### src/rtl/nvsum_pkg.sv
package nvsum_pkg;

    typedef enum logic [2:0] {
        S_IDLE,
        S_RUN,
        S_TAIL,
        S_WR_HI,
        S_WR_LO,
        S_FIN
    } nvsum_state_e;

    localparam logic [15:0] SUM_SEED = 16'hFFFF;

endpackage

### src/rtl/nvsum_fold.sv
// One nibble-folding step: accumulator p, big-endian word {hi, lo}.
module nvsum_fold (
    input  logic [15:0] p,
    input  logic [7:0]  hi,
    input  logic [7:0]  lo,
    output logic [15:0] q
);
    logic [15:0] d;
    logic [3:0]  a;
    logic [3:0]  b;

    always_comb begin
        d = p ^ {hi, lo};
        a = d[3:0];
        b = d[7:4] ^ a;
        q = {8'h00, p[15:8]}
          ^ {9'b0, a, 3'b0}
          ^ {4'b0, a, 8'b0}
          ^ {12'b0, b}
          ^ {5'b0, b, 7'b0}
          ^ {b, 12'b0};
    end
endmodule

### src/rtl/nvsum_fetch.sv
// Byte address walker: issues one read per cycle until the loaded number is used up.
module nvsum_fetch #(
    parameter int AW = 13,
    parameter int NW = 14
) (
    input  logic          clk,
    input  logic          rst_n,
    input  logic          load,
    input  logic [AW-1:0] load_addr,
    input  logic [NW-1:0] load_num,
    output logic          rd_en,
    output logic [AW-1:0] rd_addr,
    output logic          vld,
    output logic          pending
);
    logic [AW-1:0] ptr;
    logic [NW-1:0] left;

    assign rd_en   = (left != '0);
    assign rd_addr = ptr;
    assign pending = rd_en | vld;

    always_ff @(posedge clk or negedge rst_n) begin
        if (!rst_n) begin
            ptr  <= '0;
            left <= '0;
            vld  <= 1'b0;
        end else begin
            vld <= rd_en;
            if (load) begin
                ptr  <= load_addr;
                left <= load_num;
            end else if (rd_en) begin
                ptr  <= ptr + 1'b1;
                left <= left - 1'b1;
            end
        end
    end
endmodule

### src/rtl/nvsum_engine.sv
module nvsum_engine #(
    parameter int AW = 13,
    parameter int CW = 13
) (
    input  logic          clk,
    input  logic          rst_n,
    input  logic          go,
    input  logic [AW-1:0] start_addr,
    input  logic [CW-1:0] byte_cnt,
    input  logic          wb_en,
    input  logic [AW-1:0] wb_addr,
    output logic          mem_rd_en,
    output logic [AW-1:0] mem_rd_addr,
    input  logic [7:0]    mem_rd_data,
    output logic          mem_wr_en,
    output logic [AW-1:0] mem_wr_addr,
    output logic [7:0]    mem_wr_data,
    output logic          busy,
    output logic          done,
    output logic [15:0]   sum
);
    import nvsum_pkg::*;

    localparam int NW = CW + 1;

    nvsum_state_e  state, state_nx;
    logic [15:0]   acc;
    logic [7:0]    prev;
    logic          have_prev;
    logic          odd_q;
    logic          wb_q;
    logic [AW-1:0] wba_q;

    logic          accept;
    logic          f_load;
    logic [NW-1:0] f_num;
    logic          f_vld;
    logic          f_pending;
    logic [7:0]    fold_lo;
    logic [15:0]   fold_q;

    assign accept = (state == S_IDLE) && go;
    assign f_load = accept;
    // Nonzero count reads the even part plus one overlap/tail byte.
    assign f_num  = (byte_cnt == '0) ? '0
                  : ({1'b0, byte_cnt} & ~{{(NW-1){1'b0}}, 1'b1}) + 1'b1;

    nvsum_fetch #(.AW(AW), .NW(NW)) u_fetch (
        .clk       (clk),
        .rst_n     (rst_n),
        .load      (f_load),
        .load_addr (start_addr),
        .load_num  (f_num),
        .rd_en     (mem_rd_en),
        .rd_addr   (mem_rd_addr),
        .vld       (f_vld),
        .pending   (f_pending)
    );

    assign fold_lo = (state == S_TAIL) ? 8'h00 : mem_rd_data;

    nvsum_fold u_fold (
        .p  (acc),
        .hi (prev),
        .lo (fold_lo),
        .q  (fold_q)
    );

    // State register
    always_ff @(posedge clk or negedge rst_n) begin
        if (!rst_n) state <= S_IDLE;
        else        state <= state_nx;
    end

    // Next-state logic
    always_comb begin
        state_nx = state;
        unique case (state)
            S_IDLE: if (go) begin
                if (byte_cnt != '0) state_nx = S_RUN;
                else if (wb_en)     state_nx = S_WR_HI;
                else                state_nx = S_FIN;
            end
            S_RUN: if (!f_pending) begin
                if (odd_q)     state_nx = S_TAIL;
                else if (wb_q) state_nx = S_WR_HI;
                else           state_nx = S_FIN;
            end
            S_TAIL:  state_nx = wb_q ? S_WR_HI : S_FIN;
            S_WR_HI: state_nx = S_WR_LO;
            S_WR_LO: state_nx = S_FIN;
            S_FIN:   state_nx = S_IDLE;
            default: state_nx = S_IDLE;
        endcase
    end

    // Datapath registers
    always_ff @(posedge clk or negedge rst_n) begin
        if (!rst_n) begin
            acc       <= SUM_SEED;
            prev      <= 8'h00;
            have_prev <= 1'b0;
            odd_q     <= 1'b0;
            wb_q      <= 1'b0;
            wba_q     <= '0;
        end else if (accept) begin
            acc       <= SUM_SEED;
            have_prev <= 1'b0;
            odd_q     <= byte_cnt[0];
            wb_q      <= wb_en;
            wba_q     <= wb_addr;
        end else if (state == S_RUN && f_vld) begin
            if (have_prev) acc <= fold_q;
            prev      <= mem_rd_data;
            have_prev <= 1'b1;
        end else if (state == S_TAIL) begin
            acc <= fold_q;
        end
    end

    // Outputs
    always_comb begin
        busy        = (state != S_IDLE);
        done        = (state == S_FIN);
        sum         = acc;
        mem_wr_en   = 1'b0;
        mem_wr_addr = wba_q;
        mem_wr_data = acc[15:8];
        unique case (state)
            S_WR_HI: begin
                mem_wr_en = 1'b1;
            end
            S_WR_LO: begin
                mem_wr_en   = 1'b1;
                mem_wr_addr = wba_q + 1'b1;
                mem_wr_data = acc[7:0];
            end
            default: ;
        endcase
    end
endmodule

### config.mk
export PLATFORM = sky130hd
export DESIGN_NAME = nvsum_engine
export DESIGN_NICKNAME = d
export VERILOG_FILES = /design/src/rtl/nvsum_pkg.sv /design/src/rtl/nvsum_fold.sv /design/src/rtl/nvsum_fetch.sv /design/src/rtl/nvsum_engine.sv
export SDC_FILE = /design/constraint.sdc
export NUM_CORES = 1
export LEC_CHECK = 0
export CAP_MARGIN = 15
export CORE_UTILIZATION = 35
export CTS_CLUSTER_DIAMETER = 30
export DETAILED_ROUTE_END_ITERATION = 16
export SLEW_MARGIN = 10
export SYNTH_ARGS = -nofsm -noshare
export SYNTH_HDL_FRONTEND = slang
export SYNTH_SLANG_ARGS = --single-unit
export TNS_END_PERCENT = 30
### constraint.sdc
create_clock -name clk -period 3.74 [get_ports clk]
set_clock_uncertainty 0.1 [all_clocks]
set_input_delay 0.748 -clock clk [delete_from_list [all_inputs] [get_ports clk]]
set_output_delay 0.748 -clock clk [all_outputs]
set_load 0.01 [all_outputs]
==> results_dict.tcl <==
set metrics [dict create \
    fp.dieArea_sq_um 11100 \
    class_of_the_tightest_hold_or_removal_check "input port to asynchronous set/reset pin" \
    regToRegSetupSlack_ps 1450 \
    power_frac_seq_pct 34.9 \
    netlist_instances 420 \
    synth-seq-cells 63 \
    post_route_cells_drive_above_1_share_pct 12.1 \
    clk_pin_slew_worst_paths_ps 70 \
    synth_edf_count 0 \
    critical_path.max_fanout 15 \
    static-leakage-power_uw 0.00202 \
    relSlewSlack_pct 48.1 \
    place.detailed.hpwl_mm 6.67 \
    power.combinational.fraction_pct 52.9 \
    cts_root_buffer "sky130_fd_sc_hd__clkbuf_8" \
    synth.lib_cells_used.distinct 50 \
    area_growth_syn_to_layout_pct 35.6 \
    synth.avg_cell_area_sq_um 8.94 \
    share_of_total_power_consumed_by_net_switching_pct 41.1 \
    cp_top_family "simple AND/OR/NAND/NOR gates" \
    end_kind "primary output" \
    vdd_ir_drop_max_uv 329 \
    final_nets 577 \
    h-tree-depth 3 \
    syn_nets 474 \
    clkLatencyLatePin_ps 340 \
    critPathMaxStageDelay_ps 630 \
    intPower_uw 2560 \
    yosys-top-cells-area "sky130_fd_sc_hd__dfrtp_1 31%, sky130_fd_sc_hd__dfstp_2 11%, sky130_fd_sc_hd__nand2_1 8.2%" \
    yosys-top-cells-count "82 x sky130_fd_sc_hd__nand2_1, 47 x sky130_fd_sc_hd__dfrtp_1, 32 x sky130_fd_sc_hd__a21oi_1, 32 x sky130_fd_sc_hd__nor2_1, 27 x sky130_fd_sc_hd__xor2_1" \
    synth_area_sq_um 3750 \
    report.final.slew_viol_count 0 \
    cts_repair_resized_insts 0 \
    vias 3280 \
    timing.setup.tns_ps 0 \
    number_of_setup_buffers_added_after_cts 0 \
    timing.final.hold_violations 0 \
    finalWirelength_mm 9.24 \
    crit_required_ps 2890 \
    synth_flop_cell "sky130_fd_sc_hd__dfrtp_1" \
    max_cap_viol_count 0 \
    post_dp_cell_area_sq_um 4920 \
    worstSetupPathType "register to primary output" \
    largest_net_degree_at_the_start_of_global_routing 47 \
    die_height_microns 106 \
    route.detailed.wl_per_inst_microns 13.9 \
    numClockSinks 63 \
    placement_rows 37 \
    grt_first_pass_wirelength_mm 15.6 \
    finalInstanceArea_sq_um 5090 \
    die_width_microns 106 \
    globalRouteOverflowTotal 0 \
    final.fill_count 1010 \
    power_density_relative_to_cell_area_nw_per_um2 852 \
    first_global_vias 3274 \
    drt_iter0_markers 149 \
    setup.worst_path.start_class "register" \
    cts.path.max_buffers 2 \
    synthArstFlopShare_pct 100 \
    place_congestion 0.837 \
    initial_utilization_pct 36.2 \
    pwr-share-clk_pct 12.2 \
    io_buffer_count 104 \
    cp_cell_sequence "nand4bb_1 -> nor3_1 -> and2_1 -> nand4_1 -> xnor2_1 -> clkdlybuf4s50_1" \
    cts.hold.buffers_added 0 \
    top_level_ports 105 \
    period_share_pct 90.8 \
    yosys_warning_count 0 \
    antenna_cells 0 \
    antenna_found_initial 0 \
    critical_path.slowest_cell "sky130_fd_sc_hd__dfrtp_1" \
    final_period_minus_worst_setup_slack_ps 3390 \
    tritoncts.num_buffers 9 \
    drt_pass1_iterations 5 \
    cts_tree "done" \
    cp_data_arrival_time_ps 2550 \
    synth.yosys.seq_area_share_pct 42.5 \
    post-synth-top-area-fraction_pct 31.3 \
    grt_usage_pct 17.5 \
    netSwitchingPower_uw 1780 \
    cp.buffers_inverters 1 \
    report.final.setup_viol 0 \
    whs_ps 232 \
    route.detailed.vias_per_inst 4.94 \
    count_of_unresolved_drc_violations_after_routing 0 \
    worst_pin_slew_ps 777 \
    outcome "finished, final reports clean" \
    rsz0062_at_grt "no" \
    synth_top_area_cell "sky130_fd_sc_hd__dfrtp_1" \
    core_area_sq_um 10400 \
    max_clock_freq_mhz 295 \
    post-synth-top-count-cell "sky130_fd_sc_hd__nand2_1" \
    drt.antenna.violating_nets 0 \
]
[logic make-up after synthesis]
logic type               after synthesis  share of synthesized area (%)
adder cells (fa/ha/maj)                3                           1.00
multiplexers                          12                           3.50
AO/OA/AOI/OAI                         65                           9.60
buffers and inverters                 26                           3.23
XOR/XNOR                              57                           14.5
AND/OR/NAND/NOR                      194                           25.7
flip-flops                            63                           42.5
[area by class of cell]
| type | count | area [sq um] | area share, % |
|---|---|---|---|
| clock inverter | 4 | 22.5 | 0.442 |
| sequential | 63 | 1600 | 31.4 |
| tap | 136 | 170 | 3.34 |
| timing repair buffer | 112 | 1100 | 21.5 |
| inverter | 6 | 22.5 | 0.442 |
| multi-input combinational | 331 | 2040 | 40.0 |
| clock buffer | 12 | 145 | 2.85 |
[routing by layer]
| metal | part of all wire, % | track usage [%] | up-vias |
|---|---|---|---|
| li1 | - | - | 1627 |
| met1 | 48 | 23.3 | 1531 |
| met2 | 46 | 28.1 | 109 |
| met3 | 5.3 | 3.65 | 13 |
| met4 | 1.3 | 6.35 | 0 |
| met5 | 0 | 0 | - |
[final timing paths]
check | cells after the start | from | to
worst max-delay path | 6 | state[2] | mem_wr_addr[11]
worst min-delay path | 1 | rst_n | u_fetch.rd_addr[6]
worst max register to register | 7 | u_fetch.left[0] | state[1]
worst min register to register | 2 | wba_q[12] | wba_q[12]
max in group asynchronous | 2 | rst_n | wba_q[11]
min in group clk | 2 | wba_q[12] | wba_q[12]
[per-stage QoR]
stage,worst slack [ps],util [%],std cells,total power [uW]
floorplan,1410,-,420,2910
global placement,720,47.5,648,3780
detailed placement,698,47.5,648,3830
CTS,315,49.1,664,4380
global route,156,49.1,664,4710
finish,346,49.1,664,4340
[registers in the layout, indices dropped and copies added (netlist names)]
signal and flops:
u_fetch.left 14, u_fetch.rd_addr 13, wb_q 1, u_fetch.vld 1, sum 16, state 3
have_prev 1, wba_q 13, odd_q 1
[worst reg2reg max path, delay by kind of cell (launching register included)]
family	cells	cell delay [ps]
AND/OR/NAND/NOR	3	870
flip-flops	1	410
buffers and inverters	2	380
adder cells (fa/ha/maj)	1	250
AO/OA/AOI/OAI	1	200
[power groups by stage]
stage / clock [uW] / combinational [uW] / sequential, uW
finish: 527 / 2300 / 1520
global route: 578 / 2550 / 1590
CTS: 548 / 2320 / 1520
detailed placement: 0 / 2310 / 1530
global placement: 0 / 2270 / 1510
floorplan: 0 / 1430 / 1480
[layout by cell type (no fill, tap or decap), drive strengths merged, types with 6 or more instances in the layout]
| cell type | n |
|---|---|
| clkbuf | 12 |
| o21ai | 19 |
| mux2 | 9 |
| nand2 | 83 |
| inv | 6 |
| buf | 9 |
| nand2b | 6 |
| nand4 | 7 |
| clkdlybuf4s50 | 103 |
| nor2 | 32 |
| dfrtp | 47 |
| a21oi | 34 |
| nand3 | 15 |
| dfstp | 16 |
| xor2 | 30 |
| nor3 | 23 |
| xnor2 | 26 |
No activity file was read; power rests on OpenSTA's default activity.
